--- src/rtl/pp_pkg.sv ---
package pp_pkg;

  typedef enum logic [1:0] {
    LD_CMD     = 2'd0,
    LD_ADDR_LO = 2'd1,
    LD_ADDR_HI = 2'd2,
    LD_DATA    = 2'd3
  } load_sel_e;

  typedef enum logic [1:0] {
    OP_EE    = 2'd0,
    OP_FUSE  = 2'd1,
    OP_FLASH = 2'd2,
    OP_ERASE = 2'd3
  } op_e;

  localparam logic [7:0] CMD_ERASE    = 8'h80;
  localparam logic [7:0] CMD_WR_FLASH = 8'h10;
  localparam logic [7:0] CMD_WR_EE    = 8'h11;
  localparam logic [7:0] CMD_WR_FUSE  = 8'h40;
  localparam logic [7:0] CMD_RD_FLASH = 8'h02;
  localparam logic [7:0] CMD_RD_EE    = 8'h03;
  localparam logic [7:0] CMD_RD_FUSE  = 8'h04;

  typedef struct packed {
    op_e         op;
    logic [15:0] addr;
    logic [7:0]  data;
  } job_t;

  function automatic logic is_write_cmd(input logic [7:0] c);
    return (c == CMD_ERASE) || (c == CMD_WR_FLASH) ||
           (c == CMD_WR_EE) || (c == CMD_WR_FUSE);
  endfunction

  function automatic op_e cmd_to_op(input logic [7:0] c);
    case (c)
      CMD_ERASE:    return OP_ERASE;
      CMD_WR_FLASH: return OP_FLASH;
      CMD_WR_FUSE:  return OP_FUSE;
      default:      return OP_EE;
    endcase
  endfunction

endpackage

--- src/rtl/pp_capture.sv ---
module pp_capture
  import pp_pkg::*;
#(
  parameter int PAGE_WORDS = 8
) (
  input  logic                         clk,
  input  logic                         rst_n,
  input  logic                         cap_stb,
  input  logic [1:0]                   load_sel,
  input  logic [7:0]                   din,
  input  logic                         page_ld,
  input  logic                         byte_hi,
  output logic [7:0]                   cmd_q,
  output logic [15:0]                  addr_q,
  output logic [7:0]                   data_q,
  output logic [PAGE_WORDS-1:0][15:0]  page_q
);

  localparam int PG_W = $clog2(PAGE_WORDS);

  logic stb_d, pl_d;
  logic cap_rise, pl_rise;

  assign cap_rise = cap_stb & ~stb_d;
  assign pl_rise  = page_ld & ~pl_d;

  always_ff @(posedge clk) begin
    if (!rst_n) begin
      stb_d  <= 1'b0;
      pl_d   <= 1'b0;
      cmd_q  <= 8'h00;
      addr_q <= 16'h0000;
      data_q <= 8'h00;
    end else begin
      stb_d <= cap_stb;
      pl_d  <= page_ld;
      if (cap_rise) begin
        case (load_sel_e'(load_sel))
          LD_CMD:     cmd_q        <= din;
          LD_ADDR_LO: addr_q[7:0]  <= din;
          LD_ADDR_HI: addr_q[15:8] <= din;
          LD_DATA:    data_q       <= din;
          default:    ;
        endcase
      end
    end
  end

  // One register pair per page slot; each slot decodes its own index.
  for (genvar g = 0; g < PAGE_WORDS; g++) begin : g_slot
    logic [15:0] word_q;
    logic        hit;
    assign hit = pl_rise && (addr_q[PG_W-1:0] == PG_W'(g));
    always_ff @(posedge clk) begin
      if (!rst_n) begin
        word_q <= 16'hFFFF;
      end else if (hit) begin
        if (byte_hi) word_q[15:8] <= data_q;
        else         word_q[7:0]  <= data_q;
      end
    end
    assign page_q[g] = word_q;
  end

endmodule

--- src/rtl/pp_timer.sv ---
module pp_timer
  import pp_pkg::*;
#(
  parameter int T_BYTE  = 4,
  parameter int T_FLASH = 8,
  parameter int T_ERASE = 12
) (
  input  logic clk,
  input  logic rst_n,
  input  logic launch,
  input  op_e  op,
  output logic busy,
  output logic done
);

  localparam int T_MAX0 = (T_BYTE > T_FLASH) ? T_BYTE : T_FLASH;
  localparam int T_MAX  = (T_MAX0 > T_ERASE) ? T_MAX0 : T_ERASE;
  localparam int CNT_W  = $clog2(T_MAX + 1);

  logic [CNT_W-1:0] cnt;
  logic [CNT_W-1:0] dur;

  always_comb begin
    case (op)
      OP_FLASH: dur = CNT_W'(T_FLASH - 1);
      OP_ERASE: dur = CNT_W'(T_ERASE - 1);
      default:  dur = CNT_W'(T_BYTE - 1);
    endcase
  end

  always_ff @(posedge clk) begin
    if (!rst_n) begin
      busy <= 1'b0;
      done <= 1'b0;
      cnt  <= '0;
    end else begin
      done <= 1'b0;
      if (launch) begin
        busy <= 1'b1;
        cnt  <= dur;
      end else if (busy) begin
        if (cnt == '0) begin
          busy <= 1'b0;
          done <= 1'b1;
        end else begin
          cnt <= cnt - 1'b1;
        end
      end
    end
  end

endmodule

--- src/rtl/pp_store.sv ---
module pp_store
  import pp_pkg::*;
#(
  parameter int FLASH_WORDS = 64,
  parameter int PAGE_WORDS  = 8,
  parameter int EE_BYTES    = 32
) (
  input  logic                        clk,
  input  logic                        rst_n,
  input  logic                        commit,
  input  job_t                        job,
  input  logic [PAGE_WORDS-1:0][15:0] page,
  input  logic [7:0]                  rd_cmd,
  input  logic [15:0]                 rd_addr,
  input  logic                        rd_hi,
  input  logic                        oe_n,
  output logic [7:0]                  rd_data,
  output logic                        rd_valid
);

  localparam int FA_W = $clog2(FLASH_WORDS);
  localparam int PG_W = $clog2(PAGE_WORDS);
  localparam int EA_W = $clog2(EE_BYTES);

  logic [15:0] flash_m [FLASH_WORDS];
  logic [7:0]  ee_m    [EE_BYTES];
  logic [7:0]  fuse_q;

  logic [FA_W-PG_W-1:0] pg_sel;
  logic [7:0]           sel_byte;
  logic                 unused_addr;

  assign pg_sel      = job.addr[FA_W-1:PG_W];
  assign unused_addr = ^{rd_addr, job.addr};

  always_ff @(posedge clk) begin
    if (!rst_n) begin
      for (int i = 0; i < FLASH_WORDS; i++) flash_m[i] <= 16'hFFFF;
      for (int i = 0; i < EE_BYTES; i++)    ee_m[i]    <= 8'hFF;
      fuse_q <= 8'hFF;
    end else if (commit) begin
      case (job.op)
        OP_FLASH: begin
          for (int i = 0; i < PAGE_WORDS; i++)
            flash_m[{pg_sel, PG_W'(i)}] <= page[i];
        end
        OP_EE:   ee_m[job.addr[EA_W-1:0]] <= job.data;
        OP_FUSE: fuse_q <= job.data;
        OP_ERASE: begin
          for (int i = 0; i < FLASH_WORDS; i++) flash_m[i] <= 16'hFFFF;
          for (int i = 0; i < EE_BYTES; i++)    ee_m[i]    <= 8'hFF;
        end
        default: ;
      endcase
    end
  end

  always_comb begin
    sel_byte = 8'h00;
    case (rd_cmd)
      CMD_RD_FLASH: sel_byte = rd_hi ? flash_m[rd_addr[FA_W-1:0]][15:8]
                                     : flash_m[rd_addr[FA_W-1:0]][7:0];
      CMD_RD_EE:    sel_byte = ee_m[rd_addr[EA_W-1:0]];
      CMD_RD_FUSE:  sel_byte = fuse_q;
      default:      sel_byte = 8'h00;
    endcase
  end

  always_ff @(posedge clk) begin
    if (!rst_n) begin
      rd_valid <= 1'b0;
      rd_data  <= 8'h00;
    end else if (!oe_n) begin
      rd_valid <= 1'b1;
      rd_data  <= sel_byte;
    end else begin
      rd_valid <= 1'b0;
      rd_data  <= 8'h00;
    end
  end

endmodule

--- src/rtl/pp_sequencer.sv ---
module pp_sequencer
  import pp_pkg::*;
#(
  parameter int CLK_KHZ     = 8000,
  parameter int T_BYTE_US   = 1350,
  parameter int T_FLASH_US  = 11000,
  parameter int T_ERASE_US  = 22000,
  parameter int FLASH_WORDS = 64,
  parameter int PAGE_WORDS  = 8,
  parameter int EE_BYTES    = 32
) (
  input  logic       clk,
  input  logic       rst_n,
  input  logic       cap_stb,
  input  logic [1:0] load_sel,
  input  logic [7:0] din,
  input  logic       page_ld,
  input  logic       byte_hi,
  input  logic       wr_n,
  input  logic       oe_n,
  output logic       idle,
  output logic [7:0] rd_data,
  output logic       rd_valid
);

  localparam int T_BYTE_CYC  = CLK_KHZ * T_BYTE_US / 1000;
  localparam int T_FLASH_CYC = CLK_KHZ * T_FLASH_US / 1000;
  localparam int T_ERASE_CYC = CLK_KHZ * T_ERASE_US / 1000;

  logic [7:0]                  cmd_q;
  logic [15:0]                 addr_q;
  logic [7:0]                  data_q;
  logic [PAGE_WORDS-1:0][15:0] page_q;

  logic wr_d, wr_fall, launch, busy, done;
  job_t job_q;

  pp_capture #(.PAGE_WORDS(PAGE_WORDS)) u_cap (
    .clk(clk), .rst_n(rst_n), .cap_stb(cap_stb), .load_sel(load_sel),
    .din(din), .page_ld(page_ld), .byte_hi(byte_hi),
    .cmd_q(cmd_q), .addr_q(addr_q), .data_q(data_q), .page_q(page_q)
  );

  assign wr_fall = wr_d & ~wr_n;
  assign launch  = wr_fall & ~busy & is_write_cmd(cmd_q);

  always_ff @(posedge clk) begin
    if (!rst_n) begin
      wr_d  <= 1'b1;
      job_q <= '0;
    end else begin
      wr_d <= wr_n;
      if (launch) job_q <= '{op: cmd_to_op(cmd_q), addr: addr_q, data: data_q};
    end
  end

  pp_timer #(
    .T_BYTE(T_BYTE_CYC), .T_FLASH(T_FLASH_CYC), .T_ERASE(T_ERASE_CYC)
  ) u_tmr (
    .clk(clk), .rst_n(rst_n), .launch(launch), .op(cmd_to_op(cmd_q)),
    .busy(busy), .done(done)
  );

  pp_store #(
    .FLASH_WORDS(FLASH_WORDS), .PAGE_WORDS(PAGE_WORDS), .EE_BYTES(EE_BYTES)
  ) u_mem (
    .clk(clk), .rst_n(rst_n), .commit(done), .job(job_q), .page(page_q),
    .rd_cmd(cmd_q), .rd_addr(addr_q), .rd_hi(byte_hi), .oe_n(oe_n),
    .rd_data(rd_data), .rd_valid(rd_valid)
  );

  assign idle = ~busy;

endmodule

--- config.mk ---
export PLATFORM = sky130hd
export DESIGN_NAME = pp_sequencer
export DESIGN_NICKNAME = d
export VERILOG_FILES = /design/src/rtl/pp_pkg.sv /design/src/rtl/pp_capture.sv /design/src/rtl/pp_timer.sv /design/src/rtl/pp_store.sv /design/src/rtl/pp_sequencer.sv
export SDC_FILE = /design/constraint.sdc
export NUM_CORES = 2
export LEC_CHECK = 0
export ABC_AREA = 1
export BUFFER_PORTS_ARGS = -buffer_cell sky130_fd_sc_hd__buf_2
export CAP_MARGIN = 20
export CORE_ASPECT_RATIO = 0.9
export CORE_UTILIZATION = 40
export DETAILED_ROUTE_END_ITERATION = 10
export GPL_TIMING_DRIVEN = 0
export SKIP_LAST_GASP = 1
export SYNTH_ARGS = -nofsm -noshare
export SYNTH_HDL_FRONTEND = slang
export SYNTH_HIERARCHICAL = 1
export SYNTH_SLANG_ARGS = --single-unit
--- constraint.sdc ---
create_clock -name clk -period 35.6 [get_ports clk]
set_input_delay 7.12 -clock clk [delete_from_list [all_inputs] [get_ports clk]]
set_output_delay 7.12 -clock clk [all_outputs]
set_load 0.05 [all_outputs]
Word-level counts from Yosys, hierarchy flattened:

Memory sizes are Yosys's and may differ from the RTL's. A register that Yosys moved wholly into a read port is not among the register bits.
Index checks and enable logic that the tools add are counted.

* mux-type cells: 152
* bitwise logic cells: 107
* reductions and logical operators: 48
* eq/ne operators: 22
* add/sub/neg operators: 1

Operator list (count)
* 16-bit two-way mux: 72
* 8-bit two-way mux: 34
* 16-bit OR reduction: 8
* 1-bit OR: 96
* 6-bit two-way mux: 10
* 18-bit two-way mux: 3
* 2-bit AND reduction: 21
* 18-bit one-hot mux with 2 select lines: 1
* 1-bit two-way mux: 27
* 8-bit one-hot mux with 3 select lines: 1
* 18-bit zero test: 1
* 18-bit by 1-bit subtractor with 18-bit output, second input constant: 1
* 8-bit by 2-bit equality test with 1-bit output, second input constant: 2
* 8-bit by 5-bit equality test with 1-bit output, second input constant: 2
* 5-bit two-way mux: 3
* 3-bit equality test, second input constant: 4
* 2-bit equality test, second input constant: 5
* 8-bit by 3-bit equality test with 1-bit output, second input constant: 1
* 8-bit by 7-bit equality test with 1-bit output, second input constant: 1
* 8-bit equality test, second input constant: 1
* 1-bit logical AND: 8
* 8-bit OR reduction: 1
* 3-bit by 2-bit equality test with 1-bit output, second input constant: 2
* 1-bit inverter: 6
* other kinds (11): 19

* word-level logic and storage cells: 363
* flip-flop bits (word level): 206
* memories: 2
* output and inout port bits: 10
* bits in writable memories: 1280

Memories
* u_mem.flash_m: words 64, bits a word 16, rd ports 1, clocked after Yosys merged registers in 1, write ports 64, line pp_store.sv:25 `logic [15:0] flash_m [FLASH_WORDS];`
* u_mem.ee_m: words 32, bits a word 8, rd ports 1, clocked after Yosys merged registers in 1, write ports 32, line pp_store.sv:26 `logic [7:0] ee_m [EE_BYTES];`

Depth between registers and ports, before layout:

* word-level depth: 7
* mapped depth: 15
* mapped depth without buffers: 12

Cells and area by module:

Netlist, hierarchy kept.

By module, submodules not included
* pp_store: cells an instance 5902, area each 58393.5 µm², sequential area each 38777.2 µm², times used 1
* pp_capture: cells an instance 766, area each 6107.1 µm², sequential area each 3243.1 µm², times used 1
* pp_timer: cells an instance 209, area each 1288.7 µm², sequential area each 400.4 µm², times used 1
* pp_sequencer: cells an instance 199, area each 1234.9 µm², sequential area each 540.5 µm², times used 1

Worst setup path after synthesis:

Ideal clock, no wire load.

* path kind: input-to-reg
* start: input rst_n
* end: memory u_mem.flash_m[10][0], enable pin
* arrival time: 16768 ps
* slack: 18040 ps
* required time: 34808 ps
* setup time: 792 ps
* path buffers: 1
* stages: 7
* path through: buf_2 -> inv_2 -> nor3_1 -> inv_1 -> nor2_1 -> nand2_1 -> o21ai_0

RTL lines
* from (decl): line pp_sequencer.sv:13 `input logic rst_n,`
* to (decl): line pp_store.sv:25

==> flow_summary.toml <==
[worst_setup_path]
r2r-start = "u_cap/addr_q[2]"
crit_slowest_cell = "nor2_1"
crit_type = "in2reg"
critPathCaptureType = "flop"
slowest_delay_ns = 0.69
ff2ff_setup_slack_ns = 30.80
path_cells = "buf_2 -> buf_2 -> inv_2 -> nor3_1 -> inv_1 -> nor2_1 -> nand2_1 -> nor2_1 -> buf_2 -> buf_2 -> nand2_1"
cp.required_ns = 36.14
crit_fanout = 10
cp.arrival_ns = 10.50
crit_path_start_kind = "primary input"
crit_top_cell = "buf_2"
setup.worst_path.start = "rst_n"

[pwr]
pwr-share-comb_pct = 9.5
clock_power_share_pct = 41.8
seq_power_share_pct = 48.7
p_leak_uw = 0.0259
ir_drop_uv = 37.0
p_per_area_nw_per_um2 = 51.5
swShare_pct = 26.3
intPower_uw = 2870
p_sw_uw = 1020
power_uw = 3900

[logic_synthesis]
synth.yosys.warnings = 6
synth_area_per_cell_um2 = 9.51
syn_inst = 6973
synth_nets = 6991
synthesis.area_um2 = 66300

[clocking]
cts_tree = "built"
cts_hold_buffers = 0
insertion_delay_ns = 0.84
clkTransAtPathRegs_ns = 0.06
root_buffer = "clkbuf_16"
cts-resized-gates = 0
cts_inserted_buffers = 160
cts_setup_buffers = 0
htreeDepth = 4
cts_sinks = 1486
clockBufferDepth = 3

[timing]
tns_ns = 0
fin_crit_ns = 9.96
timing.hold.ws_ns = 0.456
hold_viol_final = 0
slew_violations = 0
finalCritPeriodShare_pct = 28.0
finalSetupViolCount = 0
max_freq_mhz = 100
fin_skew_ns = 0.0613
rsz0062_at_grt = "no"
relSlewSlack_pct = 13.5
tightest_slew_ns = 1.30
worst_slack_ns = 25.64

[global_route]
grt_pass1_wl_um = 408000
grtUsageMet1_pct = 47.0
use_met2_pct = 49.6
gr-total-overflow = 0
top_usage_layer = "met2"
grt_max_degree = 33
antenna_found_initial = 30
grt_pass1_vias = 51200
grt_usage_pct = 35.7
met3_usage_pct = 14.4

[floorplanning]
num_rows = 141
fp.dieArea_um2 = 167000
die_x_um = 431
coreArea_um2 = 164000
die_y_um = 388
start_util_pct = 40.3
ios = 27

[worst_hold_path]
hold_start = "u_cap/g_slot[1].word_q[11]"
min_path_type = "reg2reg"

[cells_and_area]
stdcell_count = 9581
layout-drive-gt1-share_pct = 9.38
layout_commonest_cell = "nand2_1"
fill_cells = 15900
multi_input_area_um2 = 20300
syn2layout_area_growth_pct = 14.0
layout_common_cells = "2799 x nand2_1, 1280 x edfxtp_1, 1223 x nand3_1, 285 x buf_2, 275 x nor2_1"
regArea_um2 = 42600
final_net_count = 7258

[routing]
drtAntennaViolNets = 0
via_count = 57300
route.detailed.drc = 0
finalWirelength_um = 305000
wl_per_cell_um = 31.9
viasPerCell = 5.99
dr.pass1.iters = 7
drtIter0Drc = 10600

[place]
io_buffer_count = 25
dp.cells = 9271
place_congestion = 1.10
dp_slack_ns = 24.93
post-dp-hpwl_um = 226000

[status]
status = "finished, final reports clean"

[flow_run]
maxCapViolCount = 0
layer usage:
layer,part of all wire (%),wire length (um)
met3,16,49800
met2,41,124000
met4,6.5,19800
met5,0.045,137
met1,37,112000
critical path, delay by kind of cell:
family | cells | cell delay, ns
buf+inv | 6 | 1.74
simple gates | 5 | 1.62
sequential cells by signal, summed over array words and instances (netlist names), 6 cells and up:
signal	count
u_mem/ee_m	256
job_q	16
u_cap/g_slot.word_q	128
u_cap/data_q	8
u_mem/rd_data	8
u_mem/fuse_q	8
u_tmr/cnt	18
u_cap/cmd_q	8
u_mem/flash_m	1024
u_cap/addr_q	6
metrics by stage:
step                      utilization [%]  cell area [um^2]
after floorplan                         -             66300
after global placement               42.1             69200
after detailed placement             42.8             70400
after CTS                            45.9             75400
after global routing                 46.0             75600
final                                46.0             75600
power groups by stage:
stage          clock [uW]  combinational, uW  sequential [uW]
2_1_floorplan           0                179             1950
3_3_place_gp            0                326             1970
3_5_place_dp            0                345             1930
4_1_cts              1630                346             1900
5_1_grt              1700                377             1900
6_report             1630                369             1900
layout make-up:
class	count	area share (%)
Multi-Input combinational cell	4737	26.9
Clock buffer	212	5.73
Antenna cell	6	0.0199
Clock inverter	69	0.859
Timing Repair Buffer	105	1.91
Tap cell	2216	3.67
Sequential cell	1486	56.3
Inverter	246	1.22
Buffer	504	3.38
final timing paths:
path / endpoint / cells past startpoint
worst min register to register: u_cap/g_slot[1].word_q[11] / 2
worst max register to register: u_mem/rd_data[4] / 12
worst min-delay path: u_cap/g_slot[1].word_q[11] / 2
worst max-delay path: u_mem/flash_m[48][1] / 11
Note: power is estimated with default switching activity, not from simulation.
